### src/rtl/hrl_pkg.sv
// Shared widths and the frame result record for the receive length counter.
// Assumes a 13-bit length field with a maximum legal length of 4096 bytes.
package hrl_pkg;
    localparam int LEN_W = 13;
    localparam logic [LEN_W-1:0] LEN_MAX = 13'd4096;

    typedef struct packed {
        logic             ovf;
        logic [LEN_W-1:0] len;
    } frame_res_t;
endpackage

### src/rtl/hrl_byte_counter.sv
// Running byte counter for the frame in progress.
// Restarts at 1 on the first byte after a frame end and saturates at LEN_MAX,
// setting the overflow flag on any further byte. It offers the counter's next
// value so a byte arriving together with frame_end is included.
module hrl_byte_counter
    import hrl_pkg::*;
(
    input  logic       clk,
    input  logic       rst_n,
    input  logic       byte_vld,
    input  logic       frame_end,
    output frame_res_t nxt,
    output logic       fe_evt
);
    logic [LEN_W-1:0] cnt_q;
    logic             ovf_q;
    logic             in_frame_q;

    // Next count: restart, saturate or increment.
    always_comb begin
        nxt.len = cnt_q;
        nxt.ovf = ovf_q;
        if (byte_vld) begin
            if (!in_frame_q) begin
                nxt.len = LEN_W'(1);
                nxt.ovf = 1'b0;
            end else if (cnt_q == LEN_MAX) begin
                nxt.ovf = 1'b1;
            end else begin
                nxt.len = cnt_q + 1'b1;
            end
        end
    end

    // A frame end counts only if at least one byte belongs to the frame.
    always_comb fe_evt = frame_end && (in_frame_q || byte_vld);

    // Counter state and frame-open flag.
    always_ff @(posedge clk) begin
        if (!rst_n) begin
            cnt_q      <= '0;
            ovf_q      <= 1'b0;
            in_frame_q <= 1'b0;
        end else begin
            cnt_q <= nxt.len;
            ovf_q <= nxt.ovf;
            if (frame_end)     in_frame_q <= 1'b0;
            else if (byte_vld) in_frame_q <= 1'b1;
        end
    end

    // a byte at the limit keeps the count and flags overflow.
    p_saturate_r3: assert property (@(posedge clk) disable iff (!rst_n)
        (byte_vld && in_frame_q && cnt_q == LEN_MAX) |=> (cnt_q == LEN_MAX && ovf_q));

    // the first byte of a frame restarts the count at one.
    p_restart_r2: assert property (@(posedge clk) disable iff (!rst_n)
        (byte_vld && !in_frame_q) |=> (cnt_q == LEN_W'(1) && !ovf_q));
endmodule

### src/rtl/hrl_result_hold.sv
// Published frame result plus a one-deep parking slot.
// Assumes fe_evt and nxt come from the byte counter in the same cycle. A result
// is published when none is held or when an acknowledge frees the register.
module hrl_result_hold
    import hrl_pkg::*;
(
    input  logic       clk,
    input  logic       rst_n,
    input  frame_res_t nxt,
    input  logic       fe_evt,
    input  logic       ack_cmd,
    output frame_res_t res,
    output logic       res_vld,
    output logic       eom_irq
);
    frame_res_t res_q, pend_q;
    logic       res_vld_q, pend_vld_q, irq_q;
    logic       free_now;

    // The published register may be rewritten this cycle.
    always_comb free_now = !res_vld_q || ack_cmd;

    // Publish, park, promote and acknowledge.
    always_ff @(posedge clk) begin
        if (!rst_n) begin
            res_q      <= '0;
            pend_q     <= '0;
            res_vld_q  <= 1'b0;
            pend_vld_q <= 1'b0;
            irq_q      <= 1'b0;
        end else begin
            irq_q <= 1'b0;
            if (ack_cmd) begin
                res_q.ovf <= 1'b0;
                res_vld_q <= 1'b0;
            end
            if (free_now) begin
                if (pend_vld_q) begin
                    res_q      <= pend_q;
                    res_vld_q  <= 1'b1;
                    irq_q      <= 1'b1;
                    pend_vld_q <= fe_evt;
                    if (fe_evt) pend_q <= nxt;
                end else if (fe_evt) begin
                    res_q     <= nxt;
                    res_vld_q <= 1'b1;
                    irq_q     <= 1'b1;
                end
            end else if (fe_evt) begin
                pend_q     <= nxt;
                pend_vld_q <= 1'b1;
            end
        end
    end

    assign res     = res_q;
    assign res_vld = res_vld_q;
    assign eom_irq = irq_q;

    // a held result does not move without an acknowledge.
    p_hold_r4: assert property (@(posedge clk) disable iff (!rst_n)
        (res_vld_q && !ack_cmd) |=> ($stable(res_q.len) && $stable(res_q.ovf)));

    // an acknowledge with nothing to publish clears overflow and validity.
    p_ack_clear_r5: assert property (@(posedge clk) disable iff (!rst_n)
        (ack_cmd && !pend_vld_q && !fe_evt) |=> (!res_q.ovf && !res_vld_q));

    // a result is parked only behind a held result.
    p_park_r6: assert property (@(posedge clk) disable iff (!rst_n)
        pend_vld_q |-> res_vld_q);

    // the interrupt marks a freshly published result.
    p_irq_valid_r2: assert property (@(posedge clk) disable iff (!rst_n)
        irq_q |-> res_vld_q);
endmodule

### src/rtl/hrl_avail_calc.sv
// Final FIFO block size: length modulo a power-of-two threshold, or the full
// threshold when the remainder is zero. One candidate is built per threshold
// code and thr_sel picks among them. The output is zero while nothing is held.
module hrl_avail_calc
    import hrl_pkg::*;
#(
    parameter int THR_BASE_LOG = 3,
    parameter int THR_SEL_W    = 2,
    parameter int AVAIL_W      = 7
) (
    input  logic                 clk,
    input  logic                 rst_n,
    input  frame_res_t           res,
    input  logic                 res_vld,
    input  logic [THR_SEL_W-1:0] thr_sel,
    output logic [AVAIL_W-1:0]   avail
);
    localparam int NUM_THR = 1 << THR_SEL_W;

    logic [AVAIL_W-1:0] cand [NUM_THR];

    // One masked remainder per threshold.
    for (genvar g = 0; g < NUM_THR; g++) begin : g_thr
        localparam int RW  = THR_BASE_LOG + g;
        localparam int THR = 1 << RW;
        logic [RW-1:0] rem;
        assign rem     = res.len[RW-1:0];
        assign cand[g] = (rem == '0) ? AVAIL_W'(THR) : AVAIL_W'(rem);
    end

    // Pick the active threshold's candidate.
    always_comb avail = res_vld ? cand[thr_sel] : '0;

    // a published result always leaves between 1 and T bytes.
    p_avail_range_r7: assert property (@(posedge clk) disable iff (!rst_n)
        res_vld |-> (avail != '0 && 32'(avail) <= (32'd1 << (THR_BASE_LOG + 32'(thr_sel)))));
endmodule

### src/rtl/hrl_reg_read.sv
// Registered read port for the low and high length registers.
// High register layout: bit 7 overflow, the upper length bits at the bottom and
// zeros between them. Unmapped addresses and idle cycles return zero.
module hrl_reg_read
    import hrl_pkg::*;
#(
    parameter int                ADDR_W  = 8,
    parameter logic [ADDR_W-1:0] LO_ADDR = 8'h2B,
    parameter logic [ADDR_W-1:0] HI_ADDR = 8'h2C
) (
    input  logic              clk,
    input  logic              rst_n,
    input  logic              rd_en,
    input  logic [ADDR_W-1:0] rd_addr,
    input  frame_res_t        res,
    output logic [7:0]        rd_data
);
    localparam int HI_BITS = LEN_W - 8;
    localparam int PAD_W   = 7 - HI_BITS;

    logic [7:0] hi_byte;

    // Assemble the high register image.
    always_comb hi_byte = {res.ovf, {PAD_W{1'b0}}, res.len[LEN_W-1:8]};

    // Decode and register the read data.
    always_ff @(posedge clk) begin
        if (!rst_n)                           rd_data <= '0;
        else if (rd_en && rd_addr == LO_ADDR) rd_data <= res.len[7:0];
        else if (rd_en && rd_addr == HI_ADDR) rd_data <= hi_byte;
        else                                  rd_data <= '0;
    end

    // an idle cycle yields zero read data.
    p_idle_zero_r9: assert property (@(posedge clk) disable iff (!rst_n)
        !rd_en |=> (rd_data == 8'h00));
endmodule

### src/rtl/hdlc_rx_length_unit.sv
// Top of the transparent-mode receive length counter.
// Connects the byte counter, the result holder, the final block calculator
// and the register read port. Assumes byte_vld pulses once per stored byte.
module hdlc_rx_length_unit
    import hrl_pkg::*;
#(
    parameter int                THR_BASE_LOG = 3,
    parameter int                THR_SEL_W    = 2,
    parameter int                ADDR_W       = 8,
    parameter logic [ADDR_W-1:0] LO_ADDR      = 8'h2B,
    parameter logic [ADDR_W-1:0] HI_ADDR      = 8'h2C,
    localparam int               AVAIL_W      = THR_BASE_LOG + (1 << THR_SEL_W)
) (
    input  logic                 clk,
    input  logic                 rst_n,
    input  logic                 byte_vld,
    input  logic                 frame_end,
    input  logic                 ack_cmd,
    input  logic [THR_SEL_W-1:0] thr_sel,
    input  logic                 rd_en,
    input  logic [ADDR_W-1:0]    rd_addr,
    output logic [7:0]           rd_data,
    output logic                 eom_irq,
    output logic [AVAIL_W-1:0]   avail_cnt
);
    frame_res_t nxt, res;
    logic       fe_evt, res_vld;

    hrl_byte_counter u_cnt (
        .clk(clk), .rst_n(rst_n), .byte_vld(byte_vld), .frame_end(frame_end),
        .nxt(nxt), .fe_evt(fe_evt)
    );

    hrl_result_hold u_hold (
        .clk(clk), .rst_n(rst_n), .nxt(nxt), .fe_evt(fe_evt), .ack_cmd(ack_cmd),
        .res(res), .res_vld(res_vld), .eom_irq(eom_irq)
    );

    hrl_avail_calc #(
        .THR_BASE_LOG(THR_BASE_LOG), .THR_SEL_W(THR_SEL_W), .AVAIL_W(AVAIL_W)
    ) u_avail (
        .clk(clk), .rst_n(rst_n), .res(res), .res_vld(res_vld),
        .thr_sel(thr_sel), .avail(avail_cnt)
    );

    hrl_reg_read #(
        .ADDR_W(ADDR_W), .LO_ADDR(LO_ADDR), .HI_ADDR(HI_ADDR)
    ) u_rd (
        .clk(clk), .rst_n(rst_n), .rd_en(rd_en), .rd_addr(rd_addr),
        .res(res), .rd_data(rd_data)
    );
endmodule

### config.mk
export PLATFORM = sky130hd
export DESIGN_NAME = hdlc_rx_length_unit
export DESIGN_NICKNAME = d
export VERILOG_FILES = /design/src/rtl/hrl_pkg.sv /design/src/rtl/hrl_byte_counter.sv /design/src/rtl/hrl_result_hold.sv /design/src/rtl/hrl_avail_calc.sv /design/src/rtl/hrl_reg_read.sv /design/src/rtl/hdlc_rx_length_unit.sv
export SDC_FILE = /design/constraint.sdc
export NUM_CORES = 1
export LEC_CHECK = 0
export ABC_AREA = 1
export ABC_CLOCK_PERIOD_IN_PS = 2300
export BUFFER_PORTS_ARGS = -buffer_cell sky130_fd_sc_hd__buf_2
export CORE_ASPECT_RATIO = 1.1
export CORE_MARGIN = 1.5
export CORE_UTILIZATION = 58
export DETAILED_ROUTE_END_ITERATION = 6
export MAX_ROUTING_LAYER = met4
export PLACE_DENSITY = 0.79
export SETUP_SLACK_MARGIN = 0.4
export SYNTH_ARGS = -nofsm -noshare
export SYNTH_HDL_FRONTEND = slang
export SYNTH_HIERARCHICAL = 1
export SYNTH_SLANG_ARGS = --single-unit
### constraint.sdc
create_clock -name clk -period 2.3 [get_ports clk]
set_clock_uncertainty 0.2 [all_clocks]
set_input_delay 0.69 -clock clk [delete_from_list [all_inputs] [get_ports clk]]
set_output_delay 0.69 -clock clk [all_outputs]
set_load 0.005 [all_outputs]
==> impl_metrics.csv <==
group,metric,value,unit
run_status,status,"completed",
floorplan,die_area,0.00556,mm^2
clock_network,path_clk_slew,0.09,ns
sta,report.final.setup_viol,0,
placed_design,buffer_ports.inserted,31,
route,num_vias,2822,
cells_and_area,layoutNonFillerInstCount,531,
clock_network,cts_buffer_depth,2,
cells_and_area,num_antenna_cells,0,
yosys,ys_types,33,
placed_design,global_placer_s_final_weighted_congestion,0.872,
worst_setup_path,ff2ff_setup_slack,0.52,ns
route,drt_iter0_markers,157,
yosys,synth-simple-area-share,41.0,%
cells_and_area,ff_latch_area,0.00111,mm^2
placed_design,place_inst,514,
worst_setup_path,timing_worst_setup_path_type,"in -> out",
sta,timing_worst_slew_pin_value,0.498,ns
sta,remaining_max_slew_budget_at_the_tightest_pin,66.7,%
global_routing,first_global_vias,2580,
worst_setup_path,regToRegEndpoint,"u_hold/res[0]",
sta,timing.final.crit_period,2.11,ns
yosys,complex_gate_fraction_of_the_synthesized_area,8.89,%
job,timing.max_cap.violations,0,
route,remaining_drc_errors,0,
floorplan,boundaryPins,32,
worst_setup_path,arrival,1.22,ns
yosys,synth_xor_xnor_area_share,1.18,%
worst_setup_path,reg2reg_depth,13,
worst_hold_path,hold_path_startpoint,"u_hold/res[6]",
global_routing,largest_net_degree_at_the_start_of_global_routing,19,
cells_and_area,final_core_utilization,69.9,%
floorplan,die_width,71.2,um
cells_and_area,multiInputGateArea,0.00166,mm^2
route,detail_route.first_pass.iterations,4,
floorplan,core_region_area,0.00497,mm^2
yosys,synth_area_in_adders,0.843,%
clock_network,clk_latency,0.31,ns
yosys,synth_area_per_cell,6.81,um^2
yosys,syn-num-nets,454,
sta,timing.final.crit_share,91.8,%
route,antenna_left,0,
worst_setup_path,required,1.41,ns
route,drt_wl_cell,12.3,um
sta,hold_viol_final,0,
route,drt-vias-per-instance,5.31,
worst_setup_path,worstPathMaxFanout,5,
clock_network,clock_tree.root_cell,"sky130_fd_sc_hd__clkbuf_8",
worst_setup_path,critical_path.endpoint_type,"output port",
worst_hold_path,timing.hold.worst.class,"reg -> reg",
clock_network,clock_sinks,54,
yosys,netlist_area,0.00297,mm^2
sta,slew_violations,0,
clock_network,clock_tree.htree_level_count,2,
yosys,seq_area_frac_synth,36.4,%
global_routing,grt_first_pass_wirelength,11100,um
power_and_ir_drop,p_leak,1.60,nW
placed_design,dpl.hpwl,4570,um
floorplan,initial_utilization,59.8,%
yosys,ys.warnings.count,6,
sta,fin_setup_tns,0,ns
worst_hold_path,holdPathStages,2,
yosys,largest_family_of_logic_cells_by_synthesized_area,"simple AND/OR/NAND/NOR gates",
route,routed_wirelength,6550,um
global_routing,grt.total_usage,25.0,%
clock_network,cts_tree,"done",
yosys,yosys_register_bits,54,
worst_setup_path,worst_setup_sp_type,"primary input",
sta,grt_setup_unrepaired,"yes",
floorplan,std_cell_rows,27,
sta,max_freq,0.474,GHz
cells_and_area,fill_cells,428,
cells_and_area,synthToLayoutAreaGrowth,16.9,%
global_routing,grt_remaining_overflow,0,
cells_and_area,final_layout_size_suffix_gt1_share,29.0,%
worst_hold_path,whs_endpoint,"u_rd/rd_data[6]",
global_routing,grt_antenna_before_repair,0,
clock_network,cts.hold.buffers_added,0,
cells_and_area,fin_nets,490,
yosys,post_synth_inst_count,436,
power_and_ir_drop,maximum_ir_drop_on_the_vdd_rail,0.339,mV
yosys,synthMuxAreaShare,0,%
worst_setup_path,reg2reg_from,"u_cnt/cnt_q[1]",
power_and_ir_drop,power_density_relative_to_cell_area,514,mW/mm^2
clock_network,cts_made_buffers,5,
floorplan,floorplan.die.height,78.0,um
state kept, by name, summed over array words and instances (netlist names):
register           count
u_rd/rd_data           8
u_hold/pend_q         14
u_cnt/ovf_q            1
u_hold/eom_irq         1
u_hold/res_vld         1
u_cnt/in_frame_q       1
u_cnt/cnt_q           13
u_hold/pend_vld_q      1
u_hold/res            14
critical path: stages:
cell and delay (ns):
sky130_fd_sc_hd__buf_8 0.11, sky130_fd_sc_hd__nor2_4 0.11, sky130_fd_sc_hd__a21boi_2 0.15, sky130_fd_sc_hd__nor2_1 0.04
sky130_fd_sc_hd__buf_2 0.12
power breakdown:
group | leakage, nW | switching (W) | internal, W
Sequential | 0.443 | 0.0000175 | 0.000943
Combinational | 1.10 | 0.000126 | 0.0000716
Clock | 0.0579 | 0.000305 | 0.000321
Total | 1.60 | 0.000449 | 0.00134
placed cells by master, fill, tap and decap left out, drive strengths merged, types with 3 or more instances in the layout:
master  instances
a21oi          38
buf            46
clkbuf          6
clkinv          3
dfxtp          54
inv            52
nand2         142
nand3          44
nand4          19
nor2           46
nor3            5
o21ai           6
xor2            4
through the flow:
stage | hold slack [ns] | area, um^2 | total power (W) | setup slack [ns]
final | 0.232 | 3470 | 0.00178 | 0.189
after global routing | 0.273 | 3470 | 0.00186 | 0.172
after CTS | 0.234 | 3350 | 0.00177 | 0.206
after detailed placement | 0.219 | 3120 | 0.00115 | 0.108
after global placement | 0.217 | 3120 | 0.00114 | 0.160
after floorplan | 0.208 | 2980 | 0.00111 | 0.402
synth_stat cells (all sizes together):
master	number	area share, %
nand4	19	4.0
nor3	5	1.6
a21oi	38	7.4
dfxtp	54	36
xor2	4	1.2
inv	52	6.8
a21boi	1	0.25
nand3b	2	0.51
buf	16	4.5
nor2	46	6.9
o22ai	1	0.21
clkbuf	2	0.25
nand2	142	20
nand3	44	7.8
ha	2	0.84
or2	1	0.21
clkinv	1	0.13
o21ai	6	1.0
layout make-up:
type                    instances  share of cell area (%)
clock buffers                   5                    1.98
flip-flops and latches         54                    32.0
inverters                      53                    6.02
multi-input cells             311                    47.9
repair buffers                 47                    8.87
well taps                      58                    2.09
clock inverters                 3                    1.15
metal layers:
layer | wire length (um) | share of wire, % | GRT usage, % | up-vias
met3 | 339 | 5.2 | 4.36 | 11
met2 | 3310 | 50 | 44.2 | 84
met1 | 2800 | 43 | 28.4 | 1267
met5 | 0 | 0 | - | -
li1 | - | - | - | 1460
met4 | 108 | 1.6 | 8.30 | 0
worst max-delay path by stage:
| stage | from | to | slack (ns) | cells past startpoint |
|---|---|---|---|---|
| global route | u_hold/res[0] | avail_cnt[3] | 0.17 | 5 |
| detailed placement | byte_vld | u_hold/res[9] | 0.11 | 12 |
| CTS | thr_sel[0] | avail_cnt[3] | 0.21 | 5 |
| global placement | thr_sel[0] | avail_cnt[3] | 0.16 | 5 |
| floorplan | byte_vld | u_hold/res[3] | 0.40 | 11 |
| finish | thr_sel[0] | avail_cnt[3] | 0.19 | 5 |
cell families after synthesis:
kind of cell             count (synthesis)
adder cells (fa/ha/maj)                  2
buffers and inverters                   71
XOR/XNOR                                 4
flip-flops                              54
AO/OA/AOI/OAI                           46
AND/OR/NAND/NOR                        259
timing repair:
action,CTS,global route
setup buffers,4,5
pin swaps,6,13
gates resized for setup,30,31
endpoints found under the setup margin,12,35
gates cloned,0,0
Power figures use the tool's default switching activity.
